$ cat config.mk
export PLATFORM = sky130hd
export DESIGN_NAME = dma_chain_engine
export DESIGN_NICKNAME = d
export VERILOG_FILES = /design/src/rtl/dce_pkg.sv /design/src/rtl/dce_desc_check.sv /design/src/rtl/dce_beat_tracker.sv /design/src/rtl/dma_chain_engine.sv
export SDC_FILE = /design/constraint.sdc
export NUM_CORES = 1
export LEC_CHECK = 0
export ABC_AREA = 1
export CORE_MARGIN = 4
export CORE_UTILIZATION = 40
export DETAILED_ROUTE_END_ITERATION = 6
export DONT_BUFFER_PORTS = 1
export PLACE_DENSITY = 0.5
export SYNTH_ARGS = -nofsm -noshare
export SYNTH_HDL_FRONTEND = slang
export SYNTH_SLANG_ARGS = --single-unit
$ cat constraint.sdc
create_clock -name clk -period 5.65 [get_ports clk]
set_input_delay 1.13 -clock clk [delete_from_list [all_inputs] [get_ports clk]]
set_output_delay 1.13 -clock clk [all_outputs]
set_load 0.1 [all_outputs]
$ cat src/rtl/dce_pkg.sv
package dce_pkg;
  typedef enum logic [1:0] {
    ST_IDLE   = 2'd0,
    ST_DESC   = 2'd1,
    ST_WAIT   = 2'd2,
    ST_ACCESS = 2'd3
  } dce_state_e;

  localparam logic [1:0] MD_CHAIN  = 2'd1;
  localparam logic [1:0] MD_SINGLE = 2'd2;

  localparam int DESC_WORDS = 4;
  localparam logic [1:0] WLOG_WORD = 2'd2;
endpackage

$ cat src/rtl/dce_desc_check.sv
module dce_desc_check #(
  parameter int CNT_W      = 12,
  parameter int WSEL_LSB   = 12,
  parameter int LIM_NARROW = 'h3FF,
  parameter int LIM_WIDE   = 'h7FF
) (
  input  logic [WSEL_LSB+1:0] size_i,
  output logic                bad_o,
  output logic [1:0]          wlog_o,
  output logic [CNT_W-1:0]    count_o
);
  logic [CNT_W-1:0] limit;
  logic             code_ok;

  always_comb begin
    count_o = size_i[CNT_W-1:0];
    code_ok = 1'b1;
    limit   = CNT_W'(LIM_WIDE);
    wlog_o  = 2'd2;
    case (size_i[WSEL_LSB+1:WSEL_LSB])
      2'd3: begin wlog_o = 2'd0; limit = CNT_W'(LIM_NARROW); end
      2'd2: begin wlog_o = 2'd1; limit = CNT_W'(LIM_NARROW); end
      2'd0: begin wlog_o = 2'd2; limit = CNT_W'(LIM_WIDE);   end
      default: code_ok = 1'b0;
    endcase
    bad_o = !code_ok || (count_o == '0) || (count_o > limit);
  end
endmodule

$ cat src/rtl/dce_beat_tracker.sv
module dce_beat_tracker #(
  parameter int AW    = 32,
  parameter int CNT_W = 12
) (
  input  logic             clk,
  input  logic             rst_n,
  input  logic             load_i,
  input  logic             step_i,
  input  logic [AW-1:0]    addr_i,
  input  logic [CNT_W-1:0] count_i,
  input  logic [1:0]       wlog_i,
  output logic [AW-1:0]    addr_o,
  output logic             last_o
);
  logic [AW-1:0]    addr_q, addr_d;
  logic [CNT_W-1:0] rem_q, rem_d;
  logic [CNT_W-1:0] step_bytes;

  assign step_bytes = CNT_W'(1) << wlog_i;
  assign last_o     = (rem_q <= step_bytes);
  assign addr_o     = addr_q;

  always_comb begin
    addr_d = addr_q;
    rem_d  = rem_q;
    if (load_i) begin
      addr_d = addr_i;
      rem_d  = count_i;
    end else if (step_i) begin
      addr_d = addr_q + AW'(step_bytes);
      rem_d  = rem_q - step_bytes;
    end
  end

  always_ff @(posedge clk or negedge rst_n) begin
    if (!rst_n) begin
      addr_q <= '0;
      rem_q  <= '0;
    end else if (load_i || step_i) begin
      addr_q <= addr_d;
      rem_q  <= rem_d;
    end
  end

  // a further element is only requested while bytes remain beyond this one
  p_step_live_r3: assert property (@(posedge clk) disable iff (!rst_n)
    step_i |-> (rem_q > step_bytes));
endmodule

$ cat src/rtl/dma_chain_engine.sv
module dma_chain_engine
  import dce_pkg::*;
#(
  parameter int AW         = 32,
  parameter int DW         = 32,
  parameter int CNT_W      = 12,
  parameter int WSEL_LSB   = 12,
  parameter int LIM_NARROW = 'h3FF,
  parameter int LIM_WIDE   = 'h7FF
) (
  input  logic          clk,
  input  logic          rst_n,
  input  logic [1:0]    mode_i,
  input  logic          to_dev_i,
  input  logic          start_i,
  input  logic [AW-1:0] win_dev_i,
  input  logic [AW-1:0] win_mem_i,
  input  logic [DW-1:0] win_size_i,
  input  logic [AW-1:0] win_next_i,
  input  logic          dev_ready_i,
  output logic          mem_req_o,
  output logic          mem_we_o,
  output logic [AW-1:0] mem_addr_o,
  output logic [DW-1:0] mem_wdata_o,
  output logic [1:0]    mem_width_o,
  input  logic          mem_ack_i,
  input  logic [DW-1:0] mem_rdata_i,
  output logic [1:0]    state_o,
  output logic          irq_o,
  output logic          err_o
);
  localparam int IDX_W = $clog2(DESC_WORDS);
  localparam int SZ_W  = WSEL_LSB + 2;

  dce_state_e       state_q, state_d;
  logic [IDX_W-1:0] widx_q, widx_d;
  logic [AW-1:0]    base_q, base_d, dev_q, dev_d, mem_q, mem_d, next_q, next_d;
  logic [SZ_W-1:0]  size_q, size_d;
  logic [DW-1:0]    data_q, data_d;
  logic [1:0]       wlog_q, wlog_d;
  logic             to_dev_q, to_dev_d, wr_q, wr_d;
  logic             irq_q, irq_d, err_q, err_d;

  logic             run_ok;
  logic [SZ_W-1:0]  chk_size;
  logic             chk_bad;
  logic [1:0]       chk_wlog;
  logic [CNT_W-1:0] chk_count;
  logic             trk_load, trk_step, trk_last;
  logic [AW-1:0]    trk_addr, ld_mem;
  logic [DW-1:0]    rd_mask;
  logic             unused_size_hi;

  assign unused_size_hi = ^win_size_i[DW-1:SZ_W];
  assign run_ok   = (mode_i == MD_CHAIN) || (mode_i == MD_SINGLE);
  assign chk_size = (state_q == ST_IDLE) ? win_size_i[SZ_W-1:0] : size_q;
  assign ld_mem   = (state_q == ST_IDLE) ? win_mem_i : mem_q;
  assign rd_mask  = ~({DW{1'b1}} << (6'd8 << wlog_q));

  dce_desc_check #(
    .CNT_W(CNT_W), .WSEL_LSB(WSEL_LSB),
    .LIM_NARROW(LIM_NARROW), .LIM_WIDE(LIM_WIDE)
  ) u_check (
    .size_i(chk_size), .bad_o(chk_bad), .wlog_o(chk_wlog), .count_o(chk_count)
  );

  dce_beat_tracker #(.AW(AW), .CNT_W(CNT_W)) u_track (
    .clk(clk), .rst_n(rst_n), .load_i(trk_load), .step_i(trk_step),
    .addr_i(ld_mem), .count_i(chk_count), .wlog_i(trk_load ? chk_wlog : wlog_q),
    .addr_o(trk_addr), .last_o(trk_last)
  );

  // memory port drive
  always_comb begin
    mem_req_o   = 1'b0;
    mem_we_o    = 1'b0;
    mem_addr_o  = '0;
    mem_width_o = WLOG_WORD;
    mem_wdata_o = data_q;
    case (state_q)
      ST_DESC: begin
        mem_req_o  = run_ok;
        mem_addr_o = base_q + AW'({widx_q, 2'b00});
      end
      ST_ACCESS: begin
        mem_req_o   = run_ok;
        mem_we_o    = wr_q;
        mem_width_o = wlog_q;
        mem_addr_o  = (to_dev_q != wr_q) ? trk_addr : dev_q;
      end
      default: ;
    endcase
  end

  // next state
  always_comb begin
    state_d  = state_q;
    widx_d   = widx_q;
    base_d   = base_q;
    dev_d    = dev_q;
    mem_d    = mem_q;
    size_d   = size_q;
    next_d   = next_q;
    data_d   = data_q;
    wlog_d   = wlog_q;
    to_dev_d = to_dev_q;
    wr_d     = wr_q;
    irq_d    = 1'b0;
    err_d    = 1'b0;
    trk_load = 1'b0;
    trk_step = 1'b0;
    if (!run_ok) begin
      state_d = ST_IDLE;
      wr_d    = 1'b0;
    end else begin
      case (state_q)
        ST_IDLE: if (start_i) begin
          to_dev_d = to_dev_i;
          next_d   = win_next_i;
          if (mode_i == MD_CHAIN) begin
            base_d  = {win_next_i[AW-1:2], 2'b00};
            widx_d  = '0;
            state_d = ST_DESC;
          end else if (chk_bad) begin
            err_d = 1'b1;
            irq_d = 1'b1;
          end else begin
            dev_d    = win_dev_i;
            wlog_d   = chk_wlog;
            trk_load = 1'b1;
            state_d  = ST_WAIT;
          end
        end
        ST_DESC: if (mem_ack_i) begin
          widx_d = widx_q + 1'b1;
          case (widx_q)
            2'd0: dev_d  = mem_rdata_i[AW-1:0];
            2'd1: mem_d  = mem_rdata_i[AW-1:0];
            2'd2: size_d = mem_rdata_i[SZ_W-1:0];
            default: begin
              next_d = mem_rdata_i[AW-1:0];
              if (chk_bad) begin
                err_d   = 1'b1;
                irq_d   = 1'b1;
                state_d = ST_IDLE;
              end else begin
                wlog_d   = chk_wlog;
                trk_load = 1'b1;
                state_d  = ST_WAIT;
              end
            end
          endcase
        end
        ST_WAIT: if (dev_ready_i) begin
          wr_d    = 1'b0;
          state_d = ST_ACCESS;
        end
        ST_ACCESS: if (mem_ack_i) begin
          if (!wr_q) begin
            data_d = mem_rdata_i & rd_mask;
            wr_d   = 1'b1;
          end else begin
            wr_d = 1'b0;
            if (trk_last) begin
              irq_d = next_q[0];
              if (next_q[1]) begin
                base_d  = {next_q[AW-1:2], 2'b00};
                widx_d  = '0;
                state_d = ST_DESC;
              end else begin
                state_d = ST_IDLE;
              end
            end else begin
              trk_step = 1'b1;
              state_d  = ST_WAIT;
            end
          end
        end
        default: state_d = ST_IDLE;
      endcase
    end
  end

  always_ff @(posedge clk or negedge rst_n) begin
    if (!rst_n) begin
      state_q  <= ST_IDLE;
      widx_q   <= '0;
      base_q   <= '0;
      dev_q    <= '0;
      mem_q    <= '0;
      size_q   <= '0;
      next_q   <= '0;
      data_q   <= '0;
      wlog_q   <= '0;
      to_dev_q <= 1'b0;
      wr_q     <= 1'b0;
      irq_q    <= 1'b0;
      err_q    <= 1'b0;
    end else begin
      state_q  <= state_d;
      widx_q   <= widx_d;
      base_q   <= base_d;
      dev_q    <= dev_d;
      mem_q    <= mem_d;
      size_q   <= size_d;
      next_q   <= next_d;
      data_q   <= data_d;
      wlog_q   <= wlog_d;
      to_dev_q <= to_dev_d;
      wr_q     <= wr_d;
      irq_q    <= irq_d;
      err_q    <= err_d;
    end
  end

  assign state_o = state_q;
  assign irq_o   = irq_q;
  assign err_o   = err_q;

  p_idle_quiet_r7: assert property (@(posedge clk) disable iff (!rst_n)
    (state_o == ST_IDLE) |-> !mem_req_o);
  p_wait_no_req_r8: assert property (@(posedge clk) disable iff (!rst_n)
    (state_o == ST_WAIT) |-> !mem_req_o);
  p_req_hold_r12: assert property (@(posedge clk) disable iff (!rst_n)
    (mem_req_o && !mem_ack_i) |=> (!mem_req_o || ($stable(mem_addr_o) && $stable(mem_we_o))));
  p_err_irq_r5: assert property (@(posedge clk) disable iff (!rst_n)
    err_o |-> irq_o);
  p_off_idle_r10: assert property (@(posedge clk) disable iff (!rst_n)
    !run_ok |=> ((state_o == ST_IDLE) && !irq_o && !err_o));
endmodule

Word-level counts from Yosys, hierarchy flattened
Index checks and enable logic that the tools add are counted.
- $add $sub $neg: 4
- $lt $le $gt $ge: 2
- equal/unequal tests: 29
- shift operators: 3
- mux-type cells: 88
- bitwise operators: 3
- reduce and logical (&&, ||, !) cells: 29
- operators with widths (operator ; count):
    32-bit two-way mux ; 18
    32-bit case mux with 2 select lines ; 4
    2-bit two-way mux ; 25
    32-bit by 12-bit adder with 32-bit output ; 1
    32-bit by 4-bit adder with 32-bit output ; 1
    32-bit AND ; 1
    32-bit inverter ; 1
    32-bit by 6-bit left shift with 32-bit output, first input constant ; 1
    1-bit two-way mux ; 29
    12-bit two-way mux ; 2
    2-bit != test, second input constant ; 11
    3-bit != test, second input constant ; 6
    14-bit two-way mux ; 1
    7-bit AND reduction ; 2
    2-bit == test, second input constant ; 6
    12-bit by 11-bit greater-than comparator with 1-bit output ; 1
    12-bit <= comparator ; 1
    12-bit zero test ; 1
    4-bit AND reduction ; 3
    1-bit by 2-bit left shift with 12-bit output, first input constant ; 1
    12-bit subtractor ; 1
    11-bit two-way mux ; 1
    9-bit AND reduction ; 1
    2-bit case mux with 2 select lines ; 2
    23 further kinds ; 37
- flip-flop bits (word level): 228
- input port bits: 168
- output and inout bits: 72

Depth between registers and ports, before layout
- depth after elaboration: 23
- gate-level depth with buffers: 30
- gate-level depth less buffers: 27

Modules after synthesis
From an unflattened synthesis, not the netlist that was laid out.
- cells, all modules: 2006
- area, all modules: 13892.1 um^2
- by module, submodules not included (module ; instances ; cells each ; area an instance (um^2) ; sequential area each (um^2)):
    dma_chain_engine ; 1 ; 1501 ; 10435.0 ; 4554.4
    dce_beat_tracker ; 1 ; 463 ; 3233.1 ; 1101.1
    dce_desc_check ; 1 ; 42 ; 224.0 ; 0.0

Worst setup path before layout
Ideal clock, no wire load.
- path kind: register to output
- start: register state_q[1] (netlist: state_o[1])
- end: output port mem_addr_o[22]
- arrival: 4.112 ns
- path slack: 0.408 ns
- cell stages (with the launch flop): 7
- buffers on the path: 2
- cells stage by stage: dfrtp_1 -> buf_2 -> nand2_1 -> clkinv_1 -> clkbuf_1 -> o21ai_0 -> o21ai_0
- longest elaborated chain between the ends: 2
- elaborated cells between the ends (all ways): 3
- those cells by class: eq/ne: 2; mux: 1
- ends and longest elaborated chain (item ; RTL line ; source):
    from (decl) ; dma_chain_engine.sv:35 ; dce_state_e state_q, state_d;
    from (signal assigned) ; dma_chain_engine.sv:200 ; state_q <= state_d;
    2-bit == test / 2-bit by 1-bit == test with 1-bit output (equally long branches) ; dma_chain_engine.sv:80 ; case (state_q)
    32-bit case mux with 2 select lines (*) ; dma_chain_engine.sv:80 ;
    to (decl) ; dma_chain_engine.sv:23 ; output logic [AW-1:0] mem_addr_o,
Every way passes the cells marked *; elsewhere a longest branch is shown, timed or not.

Final worst setup path
- start: register state_q[0] (netlist: state_o[0])
- end: register u_track.addr_q[22] (netlist: u_track.addr_o[22])
- longest elaborated chain between the ends: 23
- elaborated cells between the ends (all ways): 39
- those cells by class: add/sub: 1; order compare: 2; eq/ne: 4; shift: 1; mux: 20; reduce/logical: 11
- ends and longest elaborated chain (item ; RTL line ; source):
    branches (longest 23 deep; another with 12-bit by 11-bit greater-than comparator with 1-bit output) ; - ;
    to (signal assigned) ; dce_beat_tracker.sv:40 ; addr_q <= addr_d;
    to (decl) ; dce_beat_tracker.sv:15 ; logic [AW-1:0] addr_q, addr_d;
Several ways; the timed one is not identified. The select of a mux whose other input is x is not followed.
A chain may end at the register's enable or synchronous reset.

==> metrics.txt <==
status completed; number of H-tree levels 1; Initial DRC Count 811; register area share after synthesis 41.98%; Worst Path Max Fanout 64; multi-input logic area 6972 um2; CP Buf/Inv Count 4; nets 2,043; Crit Path Class reg -> reg; clock sink count 226; worst skew pair latency 0.55 ns; core area 32,870 um2; Post-CTS Setup Bufs 0; Reg area 5655 um2; area grow syn2layout 13.07%; placed insts 2,266; count of max-cap constraint violations 0; Post-synth EDFFs 0; Slew Viols, Final 0; antenna violations before repair 13; worst slew pin tran 1.143 ns; Max Freq 0.2042 GHz; Fill cells 3,435; Tcrit/Tclk final 86.69%; warnings from Yosys 0; FF+latch count, synth 226; met3 Resource Use GR 7.907%; Clock Tree Root clkbuf_16; vias in the first global route 12.41k; Pre-Repair DR Iteration Count 5; cell family with most CP delay simple AND/OR/NAND/NOR gates; Die X 191.5 um; Worst VDD drop 350.6 uV; Final Setup Violations 0; Leakage Power 7.508 nW; dpl hpwl 36,670 um; relative slew slack 23.71%; PortBufs 0; post-synth top area cell dfrtp_1; Syn Inst Count 1,854; total track usage 27.28%; post-CTS resize count 0; layout cells sized above 1 11.89%; Async SR Flop Fraction 100.0%; Via-to-Cell Ratio 5.351; crit end category flop; Worst Hold Class in -> async; area of the die 36,680 um2; Max Clock Skew 0.009914 ns; CP Data Arrival Time 5.34 ns; TNS Setup 0 ns; gr ovfl total 0; most common cell in the netlist nand2_1; drt wl/cell 21.55 um; met2 Track Usage GR 42.44%; Synth top area share 41.98%; GR peak layer met2; syn nets 2,043; Min Clock Period, post-route 4.898 ns; pre-CTS setup slack 0.3709 ns; Post-Route WL 50,120 um; Die Y 191.5 um; cell mode on critical path nor2_1; antenna-violating nets left 0; Commonest cells post-synth nand2_1, dfrtp_1, o21ai_0, inv_1, nor2_1; worst-path cell chain nor2_4, buf_4, nand2_1, nand2_1, a21oi_1, inv_1, a21oi_2, nand4_4, buf_4, nor2_1, nor2_2, nand2_1, fa_1, nor2_1, nor2_1, nor2_1, nand3_1, nor2_1, nand2_1, nor2_1, o21ai_0, nand2_1, inv_1; top cells by area, synth dfrtp_1, nand2_1, o21ai_0, nand3_1, inv_1; CTS tree yes; Initial Util 40.99%; total number of vias 12.44k; routability cong. 0.9373; met1 GRT Util 36.11%; RSZ-0062 raised after global routing false; IO Pins 240; Post-Layout Cell Count 2,325; final core occ 46.35%; CP startpoint kind flop; post-synth design cell area 13,470 um2; Reg clk slew, reported paths 0.06 ns; Longest Clk Path Bufs 3; top_reg_cell synth dfrtp_1; Worst Setup Slack, final 0.7520 ns; pwr/cell area 607.1 nW/um2; site row count 66; Fin. Hold Viols 0; CTS Hold Bufs 0; Required @ worst endpoint 6.09 ns; Syn Area/Cell 7.267 um2; DR DRC count 0; critical path's slowest cell buf_4; first-pass GRT wire length 75,640 um; CTS Buf Count 28; library cells used by synthesis 43; worst stage delay on the critical path 0.60 ns; largest net degree at the start of global routing 227
==> layout by cell type, fill, tap and decap left out, drive strengths merged, types with 3 or more instances in the layout <==
master | Yosys | layout
a21oi | 32 | 32
buf | 40 | 60
clkbuf | 50 | 36
clkinv | 2 | 11
clkinvlp | 0 | 6
dfrtp | 226 | 226
diode | 0 | 7
fa | 3 | 3
ha | 18 | 18
inv | 173 | 173
mux2 | 42 | 42
nand2 | 626 | 626
nand3 | 140 | 140
nand3b | 4 | 4
nand4 | 20 | 20
nor2 | 150 | 150
nor3 | 24 | 24
nor4 | 3 | 3
o211ai | 39 | 39
o21a | 6 | 6
o21ai | 193 | 193
o22ai | 14 | 14
o32ai | 3 | 3
or2 | 5 | 5
xnor2 | 8 | 8
xor2 | 26 | 26
==> metal layers <==
| metal | up-vias | routed length [um] |
|---|---|---|
| met2 | 413 | 22190 |
| met3 | 103 | 4382 |
| li1 | 6041 | - |
| met5 | - | 79 |
| met1 | 5873 | 21340 |
| met4 | 12 | 2119 |
==> sequential cells by signal, summed over array words and instances (netlist names) <==
name and flops:
widx_q 2, to_dev_q 1, wlog_q 2, base_q 30, dev_q 32, mem_q 32, next_q 32, size_q 14
irq_o 1, mem_wdata_o 32, u_track.rem_q 12, state_o 2, wr_q 1, err_o 1, u_track.addr_o 32
==> final cells by class <==
cell class / count / area share (%)
Inverter: 175 / 4.312
Multi-Input combinational cell: 1363 / 45.77
Timing Repair Buffer: 60 / 3.039
Tap cell: 442 / 3.630
Clock buffer: 36 / 5.199
Sequential cell: 226 / 37.13
Clock inverter: 16 / 0.8131
Antenna cell: 7 / 0.1150
==> worst paths after layout <==
check	startpoint	endpoint	slack, ns	depth (start not counted)
max	state_o[0]$_DFFE_PN0P_	u_track.addr_o[22]$_DFFE_PN0P_	0.75	23
min	rst_n	next_q[24]$_DFFE_PN0P_	0.27	0
max reg2reg	state_o[0]$_DFFE_PN0P_	u_track.addr_o[22]$_DFFE_PN0P_	0.75	23
min reg2reg	dev_q[17]$_DFFE_PN0P_	dev_q[17]$_DFFE_PN0P_	0.47	2
max in group asynchronous	rst_n	u_track.addr_o[21]$_DFFE_PN0P_	5.04	0
min in group clk	dev_q[17]$_DFFE_PN0P_	dev_q[17]$_DFFE_PN0P_	0.47	2
==> where the power goes <==
group          internal (mW)  leakage, nW  switching, mW
Combinational           1.19         4.29           2.92
Clock                   1.04        0.440          0.744
Sequential              2.28         2.78           1.08
==> logic make-up (layout without fill, tap and decap cells) <==
| kind of cell | count (synthesis) | in the layout | share of synthesized area [%] |
|---|---|---|---|
| other | 0 | 7 | 0 |
| buffers and inverters | 265 | 287 | 8.005 |
| flip-flops | 226 | 226 | 41.98 |
| multiplexers | 44 | 44 | 3.659 |
| AO/OA/AOI/OAI | 291 | 291 | 12.37 |
| XOR/XNOR | 34 | 34 | 2.210 |
| AND/OR/NAND/NOR | 973 | 973 | 29.66 |
| adder cells (fa/ha/maj) | 21 | 21 | 2.117 |
==> metrics by stage <==
| stage | total power [mW] | hold WS [ns] | cell area [um2] |
|---|---|---|---|
| after floorplan | 6.275 | 0.4367 | 13470 |
| after CTS | 9.309 | 0.2562 | 15220 |
| after global routing | 9.902 | 0.2572 | 15230 |
| final | 9.248 | 0.2747 | 15230 |
| after detailed placement | 7.483 | 0.4533 | 14300 |
| after global placement | 7.434 | 0.4508 | 14300 |
Note: power is estimated with default switching activity, not from simulation.
